File: config.mk
export PLATFORM = sky130hd
export DESIGN_NAME = conv3x3_rgb
export DESIGN_NICKNAME = d
export VERILOG_FILES = /design/src/rtl/conv3x3_pkg.sv /design/src/rtl/conv3x3_window.sv /design/src/rtl/conv3x3_lane.sv /design/src/rtl/conv3x3_tag_delay.sv /design/src/rtl/conv3x3_rgb.sv
export SDC_FILE = /design/constraint.sdc
export NUM_CORES = 1
export LEC_CHECK = 0
export ABC_AREA = 1
export BUFFER_PORTS_ARGS = -buffer_cell sky130_fd_sc_hd__buf_4
export CAP_MARGIN = 20
export CORE_MARGIN = 2
export CORE_UTILIZATION = 56
export DETAILED_ROUTE_END_ITERATION = 7
export HOLD_SLACK_MARGIN = 0.1
export PLACE_DENSITY = 0.72
export RECOVER_POWER = 50
export SLEW_MARGIN = 5
export SYNTH_ARGS = -nofsm -noshare
export SYNTH_HDL_FRONTEND = slang
export SYNTH_SLANG_ARGS = --single-unit
File: constraint.sdc
create_clock -name clk -period 4.76 [get_ports clk]
set_input_delay 0.238 -clock clk [delete_from_list [all_inputs] [get_ports clk]]
set_output_delay 0.238 -clock clk [all_outputs]
set_load 0.005 [all_outputs]
File: src/rtl/conv3x3_pkg.sv
package conv3x3_pkg;

    localparam int PIX_W       = 8;
    localparam int COEF_W      = 5;
    localparam int PROD_W      = PIX_W + 1 + COEF_W;   // 14
    localparam int ACC_W       = PROD_W + 3;           // 17
    localparam int TAPS        = 9;
    localparam int CHANNELS    = 3;
    localparam int RGB_W       = CHANNELS * PIX_W;
    localparam int LANE_STAGES = 4;
    localparam int PIX_MAX     = (1 << PIX_W) - 1;

    typedef logic [PIX_W-1:0]                pix_t;
    typedef logic [TAPS-1:0][COEF_W-1:0]     kernel_t;
    typedef pix_t [TAPS-1:0]                 win_t;
    typedef win_t [CHANNELS-1:0]             win_bank_t;

    typedef logic signed [PROD_W-1:0]        prod_t;
    typedef logic signed [PROD_W:0]          pair_t;
    typedef logic signed [PROD_W+1:0]        quad_t;
    typedef logic signed [ACC_W-1:0]         acc_t;

    // Unsigned pixel times signed coefficient, both widened to the product width.
    function automatic prod_t tap_mul(input pix_t p, input logic [COEF_W-1:0] c);
        prod_t a;
        prod_t b;
        a = prod_t'({1'b0, p});
        b = prod_t'(signed'(c));
        return a * b;
    endfunction

    function automatic pix_t clamp_pix(input acc_t v);
        if (v < 0)
            return '0;
        else if (v > acc_t'(PIX_MAX))
            return '1;
        else
            return v[PIX_W-1:0];
    endfunction

endpackage

File: src/rtl/conv3x3_window.sv
module conv3x3_window
    import conv3x3_pkg::*;
#(
    parameter int IMG_W = 8,
    parameter int IMG_H = 6,
    parameter int OX_W  = 3,
    parameter int OY_W  = 2
) (
    input  logic            clk,
    input  logic            rst,
    input  logic            in_valid,
    input  logic            frame_end,
    input  logic [RGB_W-1:0] in_rgb,
    output win_bank_t       win_o,
    output logic            win_vld,
    output logic [OX_W-1:0] win_x,
    output logic [OY_W-1:0] win_y
);

    localparam int CW = $clog2(IMG_W);
    localparam int RW = $clog2(IMG_H + 1);
    localparam logic [CW-1:0] COL_LAST = CW'(IMG_W - 1);
    localparam logic [RW-1:0] ROW_END  = RW'(IMG_H);

    logic [CW-1:0] col;
    logic [RW-1:0] row;
    logic          accept;

    // Pixels beyond the last row of a frame are ignored until frame_end.
    assign accept = in_valid && !frame_end && (row < ROW_END);

    always_ff @(posedge clk) begin
        if (rst || frame_end) begin
            col <= '0;
            row <= '0;
        end else if (accept) begin
            if (col == COL_LAST) begin
                col <= '0;
                row <= row + 1'b1;
            end else begin
                col <= col + 1'b1;
            end
        end
    end

    always_ff @(posedge clk) begin
        if (rst || frame_end) begin
            win_vld <= 1'b0;
            win_x   <= '0;
            win_y   <= '0;
        end else begin
            win_vld <= accept && (col >= CW'(2)) && (row >= RW'(2));
            win_x   <= OX_W'(col - CW'(2));
            win_y   <= OY_W'(row - RW'(2));
        end
    end

    for (genvar ch = 0; ch < CHANNELS; ch++) begin : g_chan
        pix_t lb_up1 [IMG_W];   // previous row
        pix_t lb_up2 [IMG_W];   // row before that
        pix_t px_in;
        win_t win_q;

        assign px_in = in_rgb[ch*PIX_W +: PIX_W];

        always_ff @(posedge clk) begin
            if (accept) begin
                lb_up1[col] <= px_in;
                lb_up2[col] <= lb_up1[col];
            end
        end

        always_ff @(posedge clk) begin
            if (rst || frame_end) begin
                win_q <= '0;
            end else if (accept) begin
                for (int r = 0; r < 3; r++) begin
                    win_q[3*r]     <= win_q[3*r + 1];
                    win_q[3*r + 1] <= win_q[3*r + 2];
                end
                win_q[2] <= lb_up2[col];
                win_q[5] <= lb_up1[col];
                win_q[8] <= px_in;
            end
        end

        assign win_o[ch] = win_q;
    end

endmodule

File: src/rtl/conv3x3_lane.sv
module conv3x3_lane
    import conv3x3_pkg::*;
#(
    parameter kernel_t KERNEL   = '0,
    parameter int      PRESCALE = 0
) (
    input  logic clk,
    input  win_t win_i,
    output pix_t pix_o
);

    localparam int PAIRS = TAPS / 2;

    prod_t prod_q [TAPS];
    pair_t pair_q [PAIRS + 1];
    quad_t quad_q [3];
    acc_t  total;
    acc_t  scaled;

    // Stage 1: widen and multiply
    always_ff @(posedge clk) begin
        for (int t = 0; t < TAPS; t++)
            prod_q[t] <= tap_mul(win_i[t], KERNEL[t]);
    end

    // Stage 2: pairwise sums, odd tap carried
    for (genvar k = 0; k < PAIRS; k++) begin : g_pair
        always_ff @(posedge clk)
            pair_q[k] <= pair_t'(prod_q[2*k]) + pair_t'(prod_q[2*k + 1]);
    end
    always_ff @(posedge clk)
        pair_q[PAIRS] <= pair_t'(prod_q[TAPS-1]);

    // Stage 3: second adder level
    always_ff @(posedge clk) begin
        quad_q[0] <= quad_t'(pair_q[0]) + quad_t'(pair_q[1]);
        quad_q[1] <= quad_t'(pair_q[2]) + quad_t'(pair_q[3]);
        quad_q[2] <= quad_t'(pair_q[PAIRS]);
    end

    // Stage 4: final add, power-of-two scale, clamp
    always_comb begin
        total  = acc_t'(quad_q[0]) + acc_t'(quad_q[1]) + acc_t'(quad_q[2]);
        scaled = total >>> PRESCALE;
    end

    always_ff @(posedge clk)
        pix_o <= clamp_pix(scaled);

endmodule

File: src/rtl/conv3x3_tag_delay.sv
module conv3x3_tag_delay #(
    parameter int DEPTH = 4,
    parameter int W     = 4
) (
    input  logic         clk,
    input  logic         rst,
    input  logic         vld_i,
    input  logic [W-1:0] data_i,
    output logic         vld_o,
    output logic [W-1:0] data_o
);

    logic         vld_q  [DEPTH];
    logic [W-1:0] data_q [DEPTH];

    for (genvar s = 0; s < DEPTH; s++) begin : g_stage
        if (s == 0) begin : g_head
            always_ff @(posedge clk) begin
                if (rst) vld_q[s] <= 1'b0;
                else     vld_q[s] <= vld_i;
                data_q[s] <= data_i;
            end
        end else begin : g_body
            always_ff @(posedge clk) begin
                if (rst) vld_q[s] <= 1'b0;
                else     vld_q[s] <= vld_q[s-1];
                data_q[s] <= data_q[s-1];
            end
        end
    end

    assign vld_o  = vld_q[DEPTH-1];
    assign data_o = data_q[DEPTH-1];

endmodule

File: src/rtl/conv3x3_rgb.sv
module conv3x3_rgb
    import conv3x3_pkg::*;
#(
    parameter int      IMG_W    = 8,
    parameter int      IMG_H    = 6,
    parameter kernel_t KERNEL   = {5'sd0, -5'sd1, 5'sd0,
                                   -5'sd1, 5'sd5, -5'sd1,
                                   5'sd0, -5'sd1, 5'sd0},
    parameter int      PRESCALE = 0,
    localparam int     OX_W     = (IMG_W - 2 > 1) ? $clog2(IMG_W - 2) : 1,
    localparam int     OY_W     = (IMG_H - 2 > 1) ? $clog2(IMG_H - 2) : 1
) (
    input  logic             clk,
    input  logic             rst,
    input  logic             in_valid,
    input  logic             frame_end,
    input  logic [RGB_W-1:0] in_rgb,
    output logic             out_valid,
    output logic [RGB_W-1:0] out_rgb,
    output logic [OX_W-1:0]  out_x,
    output logic [OY_W-1:0]  out_y
);

    win_bank_t       win;
    logic            win_vld;
    logic [OX_W-1:0] win_x;
    logic [OY_W-1:0] win_y;

    conv3x3_window #(
        .IMG_W (IMG_W),
        .IMG_H (IMG_H),
        .OX_W  (OX_W),
        .OY_W  (OY_W)
    ) u_window (
        .clk       (clk),
        .rst       (rst),
        .in_valid  (in_valid),
        .frame_end (frame_end),
        .in_rgb    (in_rgb),
        .win_o     (win),
        .win_vld   (win_vld),
        .win_x     (win_x),
        .win_y     (win_y)
    );

    for (genvar ch = 0; ch < CHANNELS; ch++) begin : g_lane
        conv3x3_lane #(
            .KERNEL   (KERNEL),
            .PRESCALE (PRESCALE)
        ) u_lane (
            .clk   (clk),
            .win_i (win[ch]),
            .pix_o (out_rgb[ch*PIX_W +: PIX_W])
        );
    end

    conv3x3_tag_delay #(
        .DEPTH (LANE_STAGES),
        .W     (OX_W + OY_W)
    ) u_tag (
        .clk    (clk),
        .rst    (rst),
        .vld_i  (win_vld),
        .data_i ({win_y, win_x}),
        .vld_o  (out_valid),
        .data_o ({out_y, out_x})
    );

endmodule

==> flow_metrics.env, run 1 <==
export IMPL_design_area_um2=47600
export IMPL_yosysWarnings=0
export IMPL_cp_num_buf_inv=4
export IMPL_slowest_delay_ns=2.42
export IMPL_min_from="g_lane[0].u_lane.prod_q[0][25]"
export IMPL_cp_max_fo=68
export IMPL_power_internal_mw=18.25
export IMPL_fin_ws_ns=0.8717
export IMPL_grt_pass1_wl_um=142500
export IMPL_crit_top_cell="nor2_1"
export IMPL_clockRootBuffer="clkbuf_16"
export IMPL_synth_nets=4494
export IMPL_yosysSeqAreaShare=0.5909
export IMPL_antenna_found_initial=1
export IMPL_endpoint_kind="flop"
export IMPL_via_per_inst=5.317
export IMPL_hold_path_depth=0
export IMPL_fin_crit_ns=3.888
export IMPL_required_ns=5.07
export IMPL_clkTransAtPathRegs_ns=0.06
export IMPL_avgSynthCellArea_um2=10.05
export IMPL_r2r_slack_ns=1.07
export IMPL_hold_path_endpoint="g_lane[0].u_lane.pair_q[0][11]"
export IMPL_worstMarginPinSlew_ns=3.430
export IMPL_skew_ns=0.04076
export IMPL_wl_met3_um=5049
export IMPL_arrival_ns=4.20
export IMPL_portBuffers=57
export IMPL_status="finished with violations"
export IMPL_numCtsBuffers=103
export IMPL_routabilityCongestion=0.8323
export IMPL_violations="max-capacitance violations, max-slew violations"
export IMPL_clkPwrFrac=0.318
export IMPL_maxCapViolations=4
export IMPL_p_leak_nw=20.86
export IMPL_critPathTopFamily="buffers and inverters"
export IMPL_critPathSlowestCell="clkbuf_1"
export IMPL_cts_tree="built"
export IMPL_multiInputGateArea_um2=14900
export IMPL_ys_types=56
export IMPL_rsz0062_at_grt="false"
export IMPL_drt_iter0_markers=2198
export IMPL_synth_seq_cells=1062
export IMPL_area_growth_syn_to_layout_pct=12.04
export IMPL_wl_met1_um=41570
export IMPL_final_common_cell="dfxtp_1"
export IMPL_grt_pass1_vias=27460
export IMPL_fmax_mhz=257.2
export IMPL_syn_inst=4229
export IMPL_post_place_ws_ns=1.584
export IMPL_io_pins=58
export IMPL_grt_max_degree=112
export IMPL_drc=0
export IMPL_slew_headroom=-1.287
export IMPL_hold_viol=0
export IMPL_finalPower_mw=26.63
export IMPL_die_area_um2=78090
export IMPL_peakVddDrop_v=0.0002865
export IMPL_overflow=0
export IMPL_nets=4581
export IMPL_clock_latency_ns=0.67
export IMPL_die_h_um=279.4
export IMPL_n_antenna_cell=0
export IMPL_regArea_um2=25110
export IMPL_final_cell_mix="677 x dfxtp_1, 614 x nand2_1, 513 x inv_1, 384 x edfxtp_1, 363 x nor2_1"
export IMPL_grtUsageTotal=0.2270
export IMPL_worst_setup_path_start_kind="primary input"
export IMPL_fill_cells=5962
export IMPL_setup_tns_ns=0
export IMPL_combPwrFrac=0.268
export IMPL_cts_setup_buffers=0
export IMPL_via_count=28620
export IMPL_die_w_um=279.4
export IMPL_r2r_start="u_window.col[0]"
export IMPL_rr_worst_depth=3
export IMPL_wire_per_inst_um=16.42
export IMPL_drtPass1Iterations=7
export IMPL_power_density_nw_per_um2=559.5
export IMPL_netSwitchingPower_mw=8.380
export IMPL_hpwl_um=59400
export IMPL_cts_sinks=1062
export IMPL_initial_core_util=0.5622
export IMPL_num_rows=101
export IMPL_syn_area_um2=42490
export IMPL_ant_nets=0
export IMPL_drive_gt1_frac=0.06153
export IMPL_cts_max_path_buffers=3
export IMPL_core_area_um2=75570
export IMPL_hp_class="reg -> reg"
export IMPL_wl_met2_um=40110
export IMPL_routed_top_layer="met4"
export IMPL_h_tree_depth=3
export IMPL_switching_share=0.3147
export IMPL_period_share=0.8169
export IMPL_routed_wl_um=88390
export IMPL_cp_cell_sequence="dlygate4sd3_1 -> buf_4 -> nor2_1 -> inv_1 -> clkbuf_1 -> nor2_1"
export IMPL_crit_type="in -> reg"
export IMPL_seq_power_share=0.414
export IMPL_finalSetupViolCount=0
export IMPL_reg2reg_to="u_window.g_chan[1].lb_up1[3][2]"
export IMPL_placed_cell_area_um2=43890
export IMPL_maxSlewViolCount=282
==> power by group through the flow <==
stage          Clock (mW)  Combinational [mW]  Sequential [mW]
2_1_floorplan           0                5.56             11.1
3_3_place_gp            0                7.03             11.2
3_5_place_dp            0                7.14             11.2
4_1_cts              8.61                7.22             11.1
5_1_grt              8.97                8.23             11.1
6_report             8.46                7.14             11.0
==> cell families (layout without fill, tap and decap cells) <==
kind of cell    count (synthesis)  after routing  synth area share
simple gates                 1213           1213            0.1193
flops                        1062           1062            0.5909
compound gates                852            852            0.1142
buf+inv                       651            826           0.05907
fa+ha+maj                     237            237           0.07244
xor+xnor                      214            214           0.04411
==> cell usage after synthesis (all sizes together) <==
master | number | area, µm²
o31ai | 7 | 52.55
dfxtp | 678 | 13570
and2 | 8 | 50.05
and3 | 1 | 6.260
or2 | 2 | 12.52
nand2 | 626 | 2390
xnor2 | 80 | 700.7
nand3 | 120 | 633.1
a21o | 6 | 45.04
ha | 222 | 2778
o32ai | 48 | 420.4
clkinv | 1 | 3.750
o22ai | 26 | 162.7
nor4 | 3 | 37.54
a21oi | 275 | 1380
nand4 | 17 | 106.4
a211oi | 1 | 7.510
o21a | 27 | 202.7
a31o | 1 | 8.760
buf | 46 | 237.7
o2111ai | 6 | 52.55
fa | 15 | 300.3
nand3b | 16 | 120.1
inv | 520 | 1952
a31oi | 10 | 62.56
nor2 | 377 | 1466
o21ai | 372 | 1862
o221ai | 24 | 210.2
a22oi | 2 | 28.78
clkbuf | 84 | 316.6
nor3 | 35 | 185.2
nor3b | 8 | 60.06
xor2 | 134 | 1174
o211ai | 30 | 230.2
o21bai | 6 | 45.04
edfxtp | 384 | 11530
a21boi | 11 | 82.58
==> per-layer routing <==
layer / GRT usage / vias up
met3: 0.03186 / 135
met2: 0.3631 / 760
met4: 0.06349 / 0
met1: 0.3245 / 13380
met5: 0 / -
li1: - / 14340
==> registers in the layout (all words and copies together) (netlist names), 4 cells and up, named ones only <==
| signal | count |
|---|---|
| g_lane.u_lane.quad_q | 96 |
| u_window.g_chan.lb_up1 | 192 |
| u_window.win_o | 168 |
| u_window.g_chan.lb_up2 | 192 |
| g_lane.u_lane.prod_q | 189 |
| g_lane.u_lane.pair_q | 162 |
| u_tag.data_q | 20 |
| g_lane.u_lane.pix_o | 24 |
| u_tag.vld_q | 4 |
==> stage by stage <==
| stage | hold slack (ns) | util | std cells |
|---|---|---|---|
| floorplan | 0.3092 | - | 4229 |
| global placement | 0.3095 | 0.5806 | 5161 |
| detailed placement | 0.3121 | 0.5808 | 5162 |
| CTS | 0.3242 | 0.6321 | 5382 |
| global route | 0.3258 | 0.6299 | 5382 |
| finish | 0.3226 | 0.6299 | 5382 |
==> worst max-delay path by stage <==
stage / startpoint / to / slack [ns] / cells after the start
after CTS: u_window.col[0] / u_window.g_chan[1].lb_up2[0][3] / 1.56 / 4
after global placement: u_window.col[0] / u_window.g_chan[0].lb_up1[0][0] / 1.69 / 4
after floorplan: u_window.row[1] / u_window.g_chan[0].lb_up1[0][0] / 1.16 / 6
final: rst / u_window.win_x[0] / 0.87 / 6
after global routing: rst / u_window.win_x[0] / 0.78 / 6
after detailed placement: u_window.col[0] / u_window.g_chan[0].lb_up1[0][3] / 1.58 / 4
==> repair_timing <==
action / 4_1_cts / 5_1_grt
hold endpoints to repair: 228 / 0
hold buffers: 27 / 0
resized for setup: 0 / 0
==> area by class of cell <==
| type | count | share of cell area |
|---|---|---|
| clock buffer | 130 | 0.05885 |
| clock inverter | 63 | 0.01690 |
| inverter | 521 | 0.04108 |
| multi-input combinational | 2516 | 0.3131 |
| sequential | 1062 | 0.5274 |
| tap | 978 | 0.02571 |
| timing repair buffer | 112 | 0.01698 |
(Power assumes the default switching activity.)
==> inputs of run 2 (changes only) <==
- PLACE_DENSITY: 0.72 -> 0.75
- clock period: 4.76 -> 3.25 ns (I/O delays scaled with it)
==> flow_metrics.env, run 2 (synthesized netlist as in run 1, its figures left out) <==
export IMPL_drt_iter0_markers=2298
export IMPL_hold_path_depth=4
export IMPL_drc=0
export IMPL_wire_per_inst_um=16.26
export IMPL_area_growth_syn_to_layout_pct=12.22
export IMPL_maxSlewViolCount=69
export IMPL_rr_worst_depth=7
export IMPL_n_antenna_cell=0
export IMPL_final_common_cell="dfxtp_1"
export IMPL_p_leak_nw=20.92
export IMPL_power_density_nw_per_um2=815.7
export IMPL_status="finished with violations"
export IMPL_required_ns=3.74
export IMPL_fin_ws_ns=0.5853
export IMPL_clockRootBuffer="clkbuf_16"
export IMPL_cts_resized=0
export IMPL_grtUsageTotal=0.2235
export IMPL_h_tree_depth=3
export IMPL_critPathCapture="u_window.win_o[92]"
export IMPL_fin_crit_ns=2.665
export IMPL_grt_pass1_vias=27790
export IMPL_worst_setup_path_start_kind="flop"
export IMPL_via_count=28750
export IMPL_peakVddDrop_v=0.0005138
export IMPL_cts_max_path_buffers=3
export IMPL_ctsHoldBuffers=26
export IMPL_post_place_ws_ns=1.024
export IMPL_via_per_inst=5.333
export IMPL_hpwl_um=58600
export IMPL_fill_cells=5844
export IMPL_overflow=0
export IMPL_cts_setup_buffers=0
export IMPL_crit_start="u_window.row[1]"
export IMPL_routed_wl_um=87670
export IMPL_finalSetupViolCount=0
export IMPL_r2r_slack_ns=0.59
export IMPL_cp_max_fo=44
export IMPL_grt_max_degree=112
export IMPL_hold_viol=0
export IMPL_numCtsBuffers=102
export IMPL_initial_core_util=0.5622
export IMPL_antenna_found_initial=3
export IMPL_reg2reg_to="u_window.win_o[92]"
export IMPL_die_w_um=279.4
export IMPL_clkTransAtPathRegs_ns=0.06
export IMPL_postLayoutCoreUtil=0.6309
export IMPL_dp_cells=5173
export IMPL_maxCapViolations=1
export IMPL_regArea_um2=25110
export IMPL_r2r_start="u_window.row[1]"
export IMPL_skew_ns=0.03107
export IMPL_min_from="frame_end"
export IMPL_die_area_um2=78090
export IMPL_worstMarginPinSlew_ns=1.631
export IMPL_layout_cells_non_filler=5391
export IMPL_fmax_mhz=375.3
export IMPL_multiInputGateArea_um2=14910
export IMPL_drive_gt1_frac=0.06254
export IMPL_die_h_um=279.4
export IMPL_clock_latency_ns=0.67
export IMPL_arrival_ns=3.15
export IMPL_drtPass1Iterations=6
export IMPL_routabilityCongestion=0.8746
export IMPL_final_cell_mix="677 x dfxtp_1, 614 x nand2_1, 512 x inv_1, 384 x edfxtp_1, 362 x nor2_1"
export IMPL_core_area_um2=75570
export IMPL_violations="max-capacitance violations, max-slew violations"
export IMPL_io_pins=58
export IMPL_grt_pass1_wl_um=140300
export IMPL_portBuffers=57
export IMPL_endpoint_kind="flop"
export IMPL_rsz0062_at_grt="false"
export IMPL_crit_type="reg -> reg"
export IMPL_slew_headroom=-0.08742
export IMPL_nets=4590
export IMPL_num_rows=101
export IMPL_hp_class="in -> reg"
export IMPL_cts_tree="built"
export IMPL_ant_nets=0
export IMPL_period_share=0.8199
export IMPL_cts_sinks=1062
export IMPL_reg_top3="u_window.g_chan.lb_up1 x192, u_window.g_chan.lb_up2 x192, g_lane.u_lane.prod_q x189"
run 2: changes by cell type in the layout (fill, tap and decap cells not counted), moves of 2 or more:
cell,previous run,this run
clkinv_2,22,15
bufinv_16,14,12
clkinv_4,4,2
clkbuf_8,10,14
buf_12,2,7
buf_4,26,30
clkinv_1,6,8
clkbuf_1,47,52
clkbuf_4,23,28
clkinv_16,2,0
clkinvlp_4,7,3
run 2: worst min-delay path by stage:
stage	to
2_1_floorplan	u_tag.vld_q[0][0]
3_3_place_gp	g_lane[0].u_lane.pair_q[0][24]
3_5_place_dp	g_lane[0].u_lane.pair_q[0][10]
4_1_cts	u_window.col[0]
5_1_grt	u_window.col[0]
6_report	u_window.col[0]
run 2: worst max-delay path, stage by stage, from the launching register on:
cell and delay [ns]:
dfxtp_1 0.42, nand2_1 0.08, nand2_1 0.18, clkbuf_2 0.70, inv_2 0.45, buf_12 0.31
o21ai_0 0.22, a21oi_1 0.07
run 2: final cells by class:
type / count / share of cell area
flip-flops and latches: 1062 / 0.5265
repair buffers: 122 / 0.02005
clock buffers: 142 / 0.06051
well taps: 978 / 0.02566
inverters: 521 / 0.04102
multi-input cells: 2516 / 0.3127
clock inverters: 50 / 0.01351
run 2: through the flow:
step / hold WS [ns] / setup TNS, ns / cell area [µm²] / power, mW
after floorplan: 0.2337 / -132.91 / 42490 / 24.34
after global placement: 0.3097 / 0 / 44050 / 26.71
after detailed placement: 0.3121 / 0 / 44050 / 26.93
after CTS: 0.2579 / 0 / 47840 / 39.17
after global routing: 0.3189 / 0 / 47680 / 41.29
final: 0.2932 / 0 / 47680 / 38.89
run 2: metal layers:
layer,track usage,part of all wire,wire length [µm],up-vias
met5,0,0.000080,7,-
met4,0.07103,0.023,2048,2
met3,0.03720,0.063,5559,156
met2,0.3675,0.46,40260,809
met1,0.3034,0.45,39800,13430
li1,-,-,-,14350
run 2: power by group:
part           switching [mW]  internal (mW)
Combinational            6.55           3.95
Clock                    5.01           7.22
Sequential              0.667           15.5
Total                    12.2           26.7
